**config.mk**
```make
export PLATFORM = sky130hd
export DESIGN_NAME = chan_prot_status
export DESIGN_NICKNAME = d
export VERILOG_FILES = /design/src/rtl/cps_pkg.sv /design/src/rtl/cps_sync.sv /design/src/rtl/cps_latch.sv /design/src/rtl/cps_event.sv /design/src/rtl/chan_prot_status.sv
export SDC_FILE = /design/constraint.sdc
export NUM_CORES = 1
export LEC_CHECK = 0
export ABC_CLOCK_PERIOD_IN_PS = 1300
export BUFFER_PORTS_ARGS = -buffer_cell sky130_fd_sc_hd__buf_2
export CAP_MARGIN = 0
export CORE_ASPECT_RATIO = 0.7
export CORE_MARGIN = 2
export CORE_UTILIZATION = 30
export DETAILED_ROUTE_END_ITERATION = 8
export MAX_ROUTING_LAYER = met4
export PLACE_DENSITY = 0.47
export RECOVER_POWER = 100
export SYNTH_ARGS = -nofsm -noshare
export SYNTH_HDL_FRONTEND = slang
export SYNTH_SLANG_ARGS = --single-unit
```
**constraint.sdc**
```tcl
create_clock -name clk -period 1.3 [get_ports clk]
set_input_delay 0.13 -clock clk [delete_from_list [all_inputs] [get_ports clk]]
set_output_delay 0.13 -clock clk [all_outputs]
set_load 0.01 [all_outputs]
```
**src/rtl/cps_pkg.sv**
```systemverilog
package cps_pkg;
  localparam int NF = 9;
  localparam int DW = 16;
  localparam int AW = 3;

  localparam logic [AW-1:0] ADR_COND = 3'd0;
  localparam logic [AW-1:0] ADR_PTR  = 3'd1;
  localparam logic [AW-1:0] ADR_NTR  = 3'd2;
  localparam logic [AW-1:0] ADR_EVT  = 3'd3;
  localparam logic [AW-1:0] ADR_ENA  = 3'd4;

  localparam int BIT_OVERTEMP = 0;

  // Event bits hit by this cycle's condition edges after filtering
  function automatic logic [NF-1:0] edge_hits(
    input logic [NF-1:0] cur, input logic [NF-1:0] prev,
    input logic [NF-1:0] rise_msk, input logic [NF-1:0] fall_msk);
    return (cur & ~prev & rise_msk) | (~cur & prev & fall_msk);
  endfunction

  // Sticky bits released this cycle
  function automatic logic [NF-1:0] release_bits(
    input logic [NF-1:0] cond, input logic [NF-1:0] live,
    input logic clr, input logic [NF-1:0] armed);
    return cond & ~live & ({NF{clr}} | armed);
  endfunction
endpackage

```
**src/rtl/cps_sync.sv**
```systemverilog
module cps_sync #(
  parameter int W = 9
) (
  input  logic         clk,
  input  logic         rst_n,
  input  logic [W-1:0] async_in,
  output logic [W-1:0] sync_out
);
  logic [W-1:0] meta_q;

  always_ff @(posedge clk) begin
    if (!rst_n) begin
      meta_q   <= '0;
      sync_out <= '0;
    end else begin
      meta_q   <= async_in;
      sync_out <= meta_q;
    end
  end
endmodule

```
**src/rtl/cps_latch.sv**
```systemverilog
module cps_latch
  import cps_pkg::*;
(
  input  logic          clk,
  input  logic          rst_n,
  input  logic [NF-1:0] live,
  input  logic          clr,
  output logic [NF-1:0] cond,
  output logic [NF-1:0] armed
);
  logic [NF-1:0] rel;
  logic [NF-1:0] cond_n;
  logic [NF-1:0] armed_n;

  always_comb begin
    rel     = release_bits(cond, live, clr, armed);
    cond_n  = live | (cond & ~rel);
    armed_n = (armed | ({NF{clr}} & live)) & cond_n;
  end

  always_ff @(posedge clk) begin
    if (!rst_n) begin
      cond  <= '0;
      armed <= '0;
    end else begin
      cond  <= cond_n;
      armed <= armed_n;
    end
  end

  // a live fault is latched on the next edge
  a_r2_fault_latches: assert property (@(posedge clk) disable iff (!rst_n)
    1'b1 |=> ((cond & $past(live)) == $past(live)));

  // a bit only drops after a clear strobe or while armed
  a_r3_release_needs_clear: assert property (@(posedge clk) disable iff (!rst_n)
    (($past(cond) & ~cond) != '0) |-> ($past(clr) || ($past(armed) != '0)));

  // no bit is released while its fault was live
  a_r4_no_release_live: assert property (@(posedge clk) disable iff (!rst_n)
    1'b1 |=> (($past(cond) & ~cond & $past(live)) == '0));
endmodule

```
**src/rtl/cps_event.sv**
```systemverilog
module cps_event
  import cps_pkg::*;
(
  input  logic          clk,
  input  logic          rst_n,
  input  logic [NF-1:0] cond,
  input  logic [NF-1:0] ptr,
  input  logic [NF-1:0] ntr,
  input  logic          rd_clr,
  output logic [NF-1:0] evt,
  output logic [NF-1:0] hit
);
  logic [NF-1:0] prev_q;

  assign hit = edge_hits(cond, prev_q, ptr, ntr);

  always_ff @(posedge clk) begin
    if (!rst_n) begin
      prev_q <= '0;
      evt    <= '0;
    end else begin
      prev_q <= cond;
      evt    <= (rd_clr ? '0 : evt) | hit;
    end
  end

  // new event bits only come from filtered edges
  a_r6_only_filtered: assert property (@(posedge clk) disable iff (!rst_n)
    1'b1 |=> ((evt & ~$past(evt) & ~$past(hit)) == '0));

  // a read leaves exactly the edges captured in that cycle
  a_r7_read_clear: assert property (@(posedge clk) disable iff (!rst_n)
    rd_clr |=> (evt == $past(hit)));
endmodule

```
**src/rtl/chan_prot_status.sv**
```systemverilog
module chan_prot_status
  import cps_pkg::*;
(
  input  logic          clk,
  input  logic          rst_n,
  input  logic [NF-1:0] fault_in,
  input  logic          prot_clr,
  input  logic [AW-1:0] reg_addr,
  input  logic          reg_wr,
  input  logic [DW-1:0] reg_wdata,
  input  logic          reg_rd,
  output logic [DW-1:0] reg_rdata,
  output logic          chan_off,
  output logic          summary
);
  localparam logic [NF-1:0] PTR_RST = {NF{1'b1}};

  logic [NF-1:0] live;
  logic [NF-1:0] cond;
  logic [NF-1:0] armed;
  logic [NF-1:0] evt;
  logic [NF-1:0] hit;
  logic [NF-1:0] ptr_q, ntr_q, ena_q;
  logic [NF-1:0] rd_mux;
  logic          evt_rd;
  logic          unused_wdata_hi;

  assign unused_wdata_hi = ^reg_wdata[DW-1:NF];
  assign evt_rd = reg_rd && (reg_addr == ADR_EVT);

  cps_sync #(.W(NF)) sync_i (
    .clk(clk), .rst_n(rst_n), .async_in(fault_in), .sync_out(live));

  cps_latch latch_i (
    .clk(clk), .rst_n(rst_n), .live(live), .clr(prot_clr),
    .cond(cond), .armed(armed));

  cps_event event_i (
    .clk(clk), .rst_n(rst_n), .cond(cond), .ptr(ptr_q), .ntr(ntr_q),
    .rd_clr(evt_rd), .evt(evt), .hit(hit));

  always_ff @(posedge clk) begin
    if (!rst_n) begin
      ptr_q <= PTR_RST;
      ntr_q <= '0;
      ena_q <= '0;
    end else if (reg_wr) begin
      case (reg_addr)
        ADR_PTR: ptr_q <= reg_wdata[NF-1:0];
        ADR_NTR: ntr_q <= reg_wdata[NF-1:0];
        ADR_ENA: ena_q <= reg_wdata[NF-1:0];
        default: ;
      endcase
    end
  end

  always_comb begin
    case (reg_addr)
      ADR_COND: rd_mux = cond;
      ADR_PTR:  rd_mux = ptr_q;
      ADR_NTR:  rd_mux = ntr_q;
      ADR_EVT:  rd_mux = evt;
      ADR_ENA:  rd_mux = ena_q;
      default:  rd_mux = '0;
    endcase
  end

  assign reg_rdata = {{(DW-NF){1'b0}}, rd_mux};
  assign chan_off  = cond[BIT_OVERTEMP];
  assign summary   = |(evt & ena_q);

  // a live over-temperature fault forces the channel off next cycle
  a_r5_overtemp_off: assert property (@(posedge clk) disable iff (!rst_n)
    live[BIT_OVERTEMP] |=> chan_off);

  // with nothing enabled the summary stays low
  a_r8_masked_quiet: assert property (@(posedge clk) disable iff (!rst_n)
    (ena_q == '0) |-> !summary);
endmodule

```
==> results of run 1 <==
flip-flops by register name (all words and copies together), names as in the netlist:
signal	count
latch_i.cond	9
ntr_q	9
event_i.prev_q	9
sync_i.meta_q	9
ptr_q	9
sync_i.sync_out	9
event_i.evt	9
latch_i.armed	9
ena_q	9
kinds of logic after synthesis:
group,after synthesis,share of synthesized area
multiplexers,16,0.0541
AO/OA/AOI/OAI,57,0.126
flip-flops,81,0.494
AND/OR/NAND/NOR,167,0.270
other,1,0.00114
buffers and inverters,30,0.0549
placed cells by master, fill, tap and decap left out, drive strengths merged, types with 3 or more instances in the layout:
cell and n:
dfxtp 81, nand2 73, buf 66, nor2 28
and2 27, a21oi 27, clkbuf 22, nand3b 18
mux2i 14, a31oi 10, nand3 10, conb 7
dlygate4sd3 7, o22ai 6, a21o 5, nand4bb 3
inv 3
worst max-delay path: stages (launching register included):
cell	delay [ps]
dfxtp_2	320
a22o_1	230
a221oi_2	260
buf_4	170
nand3_2	80
buf_6	150
report_power, final:
group	total [mW]	internal (mW)	switching, mW
clock network	2.61	1.60	1.01
registers	2.61	2.57	0.0462
logic	0.498	0.234	0.264
total	5.72	4.40	1.32
routing by layer:
| metal | vias up | wire length, µm | global-route usage |
|---|---|---|---|
| met5 | - | 0 | - |
| met4 | 0 | 61 | 0.0480 |
| met3 | 4 | 343 | 0.0424 |
| met2 | 43 | 3560 | 0.233 |
| met1 | 1230 | 4340 | 0.214 |
| li1 | 1330 | - | - |
how the worst max path moves through the flow:
stage / end / slack [ps] / startpoint / cells past startpoint
floorplan: reg_rdata[6] / 170 / latch_i.cond[6] / 2
global placement: summary / -170 / event_i.evt[0] / 5
detailed placement: summary / -180 / event_i.evt[0] / 5
CTS: summary / -370 / ena_q[0] / 5
global route: summary / -390 / ena_q[0] / 5
finish: summary / -370 / ena_q[0] / 5
area by class of cell:
| cell class | count | area share |
|---|---|---|
| Clock buffer | 11 | 0.0595 |
| Clock inverter | 5 | 0.0141 |
| Inverter | 2 | 0.00177 |
| Multi-Input combinational cell | 247 | 0.358 |
| Sequential cell | 81 | 0.387 |
| Tap cell | 148 | 0.0436 |
| Timing Repair Buffer | 84 | 0.136 |
what timing repair did:
| action | in CTS | in global routing |
|---|---|---|
| endpoints found under the setup margin | 10 | 10 |
| hold endpoints to repair | 7 | 0 |
| pin swaps | 6 | 4 |
| hold buffers | 7 | 0 |
| setup buffers | 10 | 0 |
| gates cloned | 0 | 0 |
| gates resized for setup | 22 | 10 |
metrics by stage:
| stage | hold slack (ps) | power (mW) | setup slack, ps | instance area, µm² |
|---|---|---|---|---|
| after detailed placement | 339 | 3.14 | -177 | 3780 |
| after global placement | 338 | 3.13 | -170 | 3780 |
| after CTS | 1.35 | 5.81 | -373 | 4290 |
| final | 12.1 | 5.72 | -368 | 4250 |
| after floorplan | 254 | 2.96 | 172 | 3300 |
| after global routing | 21.8 | 5.96 | -393 | 4250 |
==> results.json, run 1 <==
{
  "yosys.cell_count.top_type": "dfxtp_1",
  "rsz0062_at_grt": "yes",
  "violations": "setup timing",
  "fillCellCount": 1056,
  "cellPowerDensity_nw_per_um2": 1350,
  "tns_ps": -1210,
  "fmax_ghz": 0.599,
  "hold_end": "sync_i.meta_q[6]",
  "antenna_found_initial": 0,
  "start_util": 0.312,
  "ant_nets": 0,
  "die_area_um2": 11800,
  "max_cap_violations": 0,
  "r2r_cells": 3,
  "synth_common_cells": "81 x dfxtp_1, 73 x nand2_1, 28 x nor2_1, 27 x and2_1",
  "crit_type": "flop to output port",
  "hold_viol": 0,
  "die_y_um": 91.5,
  "cts_max_level": 3,
  "synth_area_um2": 3280,
  "leakagePower_nw": 1.78,
  "fin_util": 0.404,
  "rows": 31,
  "drt-pass1-iter-count": 4,
  "finClkSkew_ps": 6.41,
  "synth.area.top_cells": "dfxtp_1 49%, nand2_1 8.3%, and2_1 5.1%, a21oi_2 4.8%, mux2i_1 4.3%",
  "routed_wl_um": 8300,
  "clock_latency_ps": 340,
  "cts_tree": "yes",
  "synth_top_cell_area_share": 0.494,
  "area_growth_pct": 29.4,
  "dpl.hpwl_um": 5720,
  "timing.rr.start": "latch_i.cond[0]",
  "async_flop_share": 0,
  "grt_pass1_wl_um": 13800,
  "cts_buffers": 9,
  "start_kind": "flop",
  "clock-sinks": 81,
  "gp_congestion": 0.854,
  "hold_path_class": "input port to flop",
  "via_per_inst": 4.51,
  "slew_headroom": 0.582,
  "synth_edf_count": 0,
  "outcome": "finished, violations left",
  "portBuffers": 36,
  "finalCritPeriodShare": 1.28,
  "pin_count": 51,
  "finalCriticalPeriod_ps": 1670,
  "ys_dominant_reg_cell": "dfxtp_1",
  "yosysWarnings": 0,
  "seq_area_frac_synth": 0.494,
  "crit_fanout": 2,
  "ys_types": 37,
  "rrSetupSlack_ps": 330,
  "first_iter_violations": 160,
  "cts-root-buf": "clkbuf_16",
  "peakVddDrop_v": 0.000713,
  "nets": 458,
  "grtUsageTotal": 0.159,
  "drt-wirelength-per-cell_um": 14.4,
  "grt_pass1_vias": 2680,
  "worst_hold_startpoint": "fault_in[6]",
  "cts_max_path_buffers": 2,
  "grt_overflow_total": 0,
  "r2r_end": "event_i.evt[0]",
  "multi_input_area_um2": 1520,
  "critPathRequiredTime_ps": 1170,
  "worst_pin_slew_ps": 628,
  "avgSynthCellArea_um2": 9.32,
  "clk_pin_slew_ps": 60,
  "ys_ff_latch": 81,
  "grt_max_degree": 30,
  "coreArea_um2": 10500,
  "end_kind": "output port",
  "drv_slew": 0,
  "worst_slack_ps": -368,
  "syn_inst": 352,
  "drive_above_1_share": 0.302,
  "fin_cells": 578,
  "dpl.cell_count": 545,
  "yosysTopAreaCell": "dfxtp_1",
  "n_antenna_cell": 0,
  "hold_depth": 2,
  "vias": 2607,
  "seq_area_um2": 1640,
  "setup_viol": 9,
  "die_w_um": 129,
  "drcViolationCount": 0,
  "arrival_ps": 1540
}
No activity file was read; power rests on OpenSTA's default activity.
==> run 2: changes to the inputs <==
ABC_CLOCK_PERIOD_IN_PS = 1600   (was 1300)
SETUP_SLACK_MARGIN = 0.4   (was default)
clock period = 1.6 ns   (was 1.3 ns; I/O delays follow)
==> results.json, run 2 (synthesized netlist as in run 1, its figures left out) <==
{
  "drcViolationCount": 0,
  "mostFrequentLayoutCells": "73 x nand2_1, 68 x dfxtp_1, 28 x nor2_1",
  "hold_depth": 2,
  "rsz0062_at_grt": "yes",
  "grt_overflow_total": 0,
  "coreArea_um2": 10500,
  "hold_path_class": "input port to flop",
  "fmax_ghz": 0.613,
  "cts_max_level": 3,
  "fin_util": 0.384,
  "drt-pass1-iter-count": 4,
  "outcome": "finished, violations left",
  "crit_fanout": 2,
  "critPathRequiredTime_ps": 1440,
  "clk_pin_slew_ps": 60,
  "die_y_um": 91.5,
  "leakagePower_nw": 1.64,
  "die_area_um2": 11800,
  "cts_tree": "yes",
  "violations": "setup timing",
  "portBuffers": 36,
  "gp_congestion": 0.800,
  "rows": 31,
  "vias": 2555,
  "start_kind": "flop",
  "max_cap_violations": 0,
  "dpl.hpwl_um": 5580,
  "finalCriticalPeriod_ps": 1630,
  "clock_latency_ps": 340,
  "finalCritPeriodShare": 1.02,
  "place_ws_ps": 129,
  "worst_slack_ps": -32.4,
  "grt_pass1_vias": 2538,
  "clock-sinks": 81,
  "arrival_ps": 1470,
  "r2r_cells": 3,
  "fillCellCount": 1106,
  "grt_max_degree": 30,
  "routed_wl_um": 8280,
  "crit_type": "flop to output port",
  "slew_headroom": 0.271,
  "hold_viol": 0,
  "cellPowerDensity_nw_per_um2": 1140,
  "first_iter_violations": 88,
  "grtUsageTotal": 0.155,
  "cts_buffers": 9,
  "drt-wirelength-per-cell_um": 14.8,
  "nets": 441,
  "start_util": 0.312,
  "ant_nets": 0,
  "cts_max_path_buffers": 2,
  "holdBufCountCts": 0,
  "setup_viol": 1,
  "finClkSkew_ps": 3.38,
  "drv_slew": 0,
  "pin_count": 51,
  "drive_above_1_share": 0.254,
  "cts-root-buf": "clkbuf_16",
  "grt_pass1_wl_um": 13300,
  "worst_pin_slew_ps": 1090,
  "antenna_found_initial": 0,
  "area_growth_pct": 23.1,
  "die_w_um": 129,
  "final_common_cell": "nand2_1",
  "via_per_inst": 4.55,
  "n_antenna_cell": 0,
  "end_kind": "output port",
  "peakVddDrop_v": 0.000529
}
==> run 2: changes by cell type in the layout (fill, tap and decap cells not counted), moves of 4 or more <==
cell           before  now
buf_4              28   21
clkbuf_1            5   15
dlygate4sd3_1       7    0
dfxtp_2            17   13
dfxtp_1            64   68
buf_2              32   27
==> run 2: power breakdown <==
part | total [mW] | internal [mW] | switching [mW]
clock network | 2.11 | 1.29 | 0.811
logic | 0.366 | 0.163 | 0.203
registers | 2.13 | 2.09 | 0.0417
==> run 2: metal layers <==
metal  wire length (µm)  vias up  GRT usage
met3                264       12     0.0371
li1                   -     1291          -
met1               4250     1215      0.207
met4                121        0     0.0562
met2               3640       37      0.228
met5                  0        -          -
==> run 2: metrics by stage <==
step / hold WS, ps / TNS, ps / total power [mW] / std cells / cell area [µm²]
3_5_place_dp: 368 / 0 / 2.53 / 534 / 3660
4_1_cts: 13.2 / -60.9 / 4.66 / 560 / 4090
5_1_grt: 14.9 / -144 / 4.79 / 561 / 4040
3_3_place_gp: 367 / 0 / 2.52 / 534 / 3660
6_report: 23.0 / -32.4 / 4.60 / 561 / 4040
2_1_floorplan: 284 / 0 / 2.40 / 358 / 3300
==> run 2: final cells by class <==
cell class	count	area, µm²	share of cell area
Clock buffer	12	256	0.0635
Clock inverter	4	51.3	0.0127
Inverter	2	7.51	0.00186
Multi-Input combinational cell	247	1500	0.372
Sequential cell	81	1640	0.405
Tap cell	148	185	0.0458
Timing Repair Buffer	67	398	0.0985
==> run 2: repair_timing <==
action,CTS,global route
resized for setup,29,7
cloned,0,0
pin swaps,8,3
buffers inserted,10,1
endpoints found under the setup margin,10,10
==> run 2: worst max-delay path, stage by stage, from the launching register on <==
cell	delay, ps
dfxtp_2	340
a22o_1	220
a221oi_2	270
nand3_1	140
buf_2	160
==> run 2: worst paths after layout <==
path / startpoint / endpoint / slack, ps
min reg2reg: sync_i.sync_out[5] / latch_i.armed[5] / 430
max: event_i.evt[0] / summary / -30
max reg2reg: latch_i.cond[7] / event_i.evt[7] / 740
min: fault_in[5] / sync_i.meta_q[5] / 20
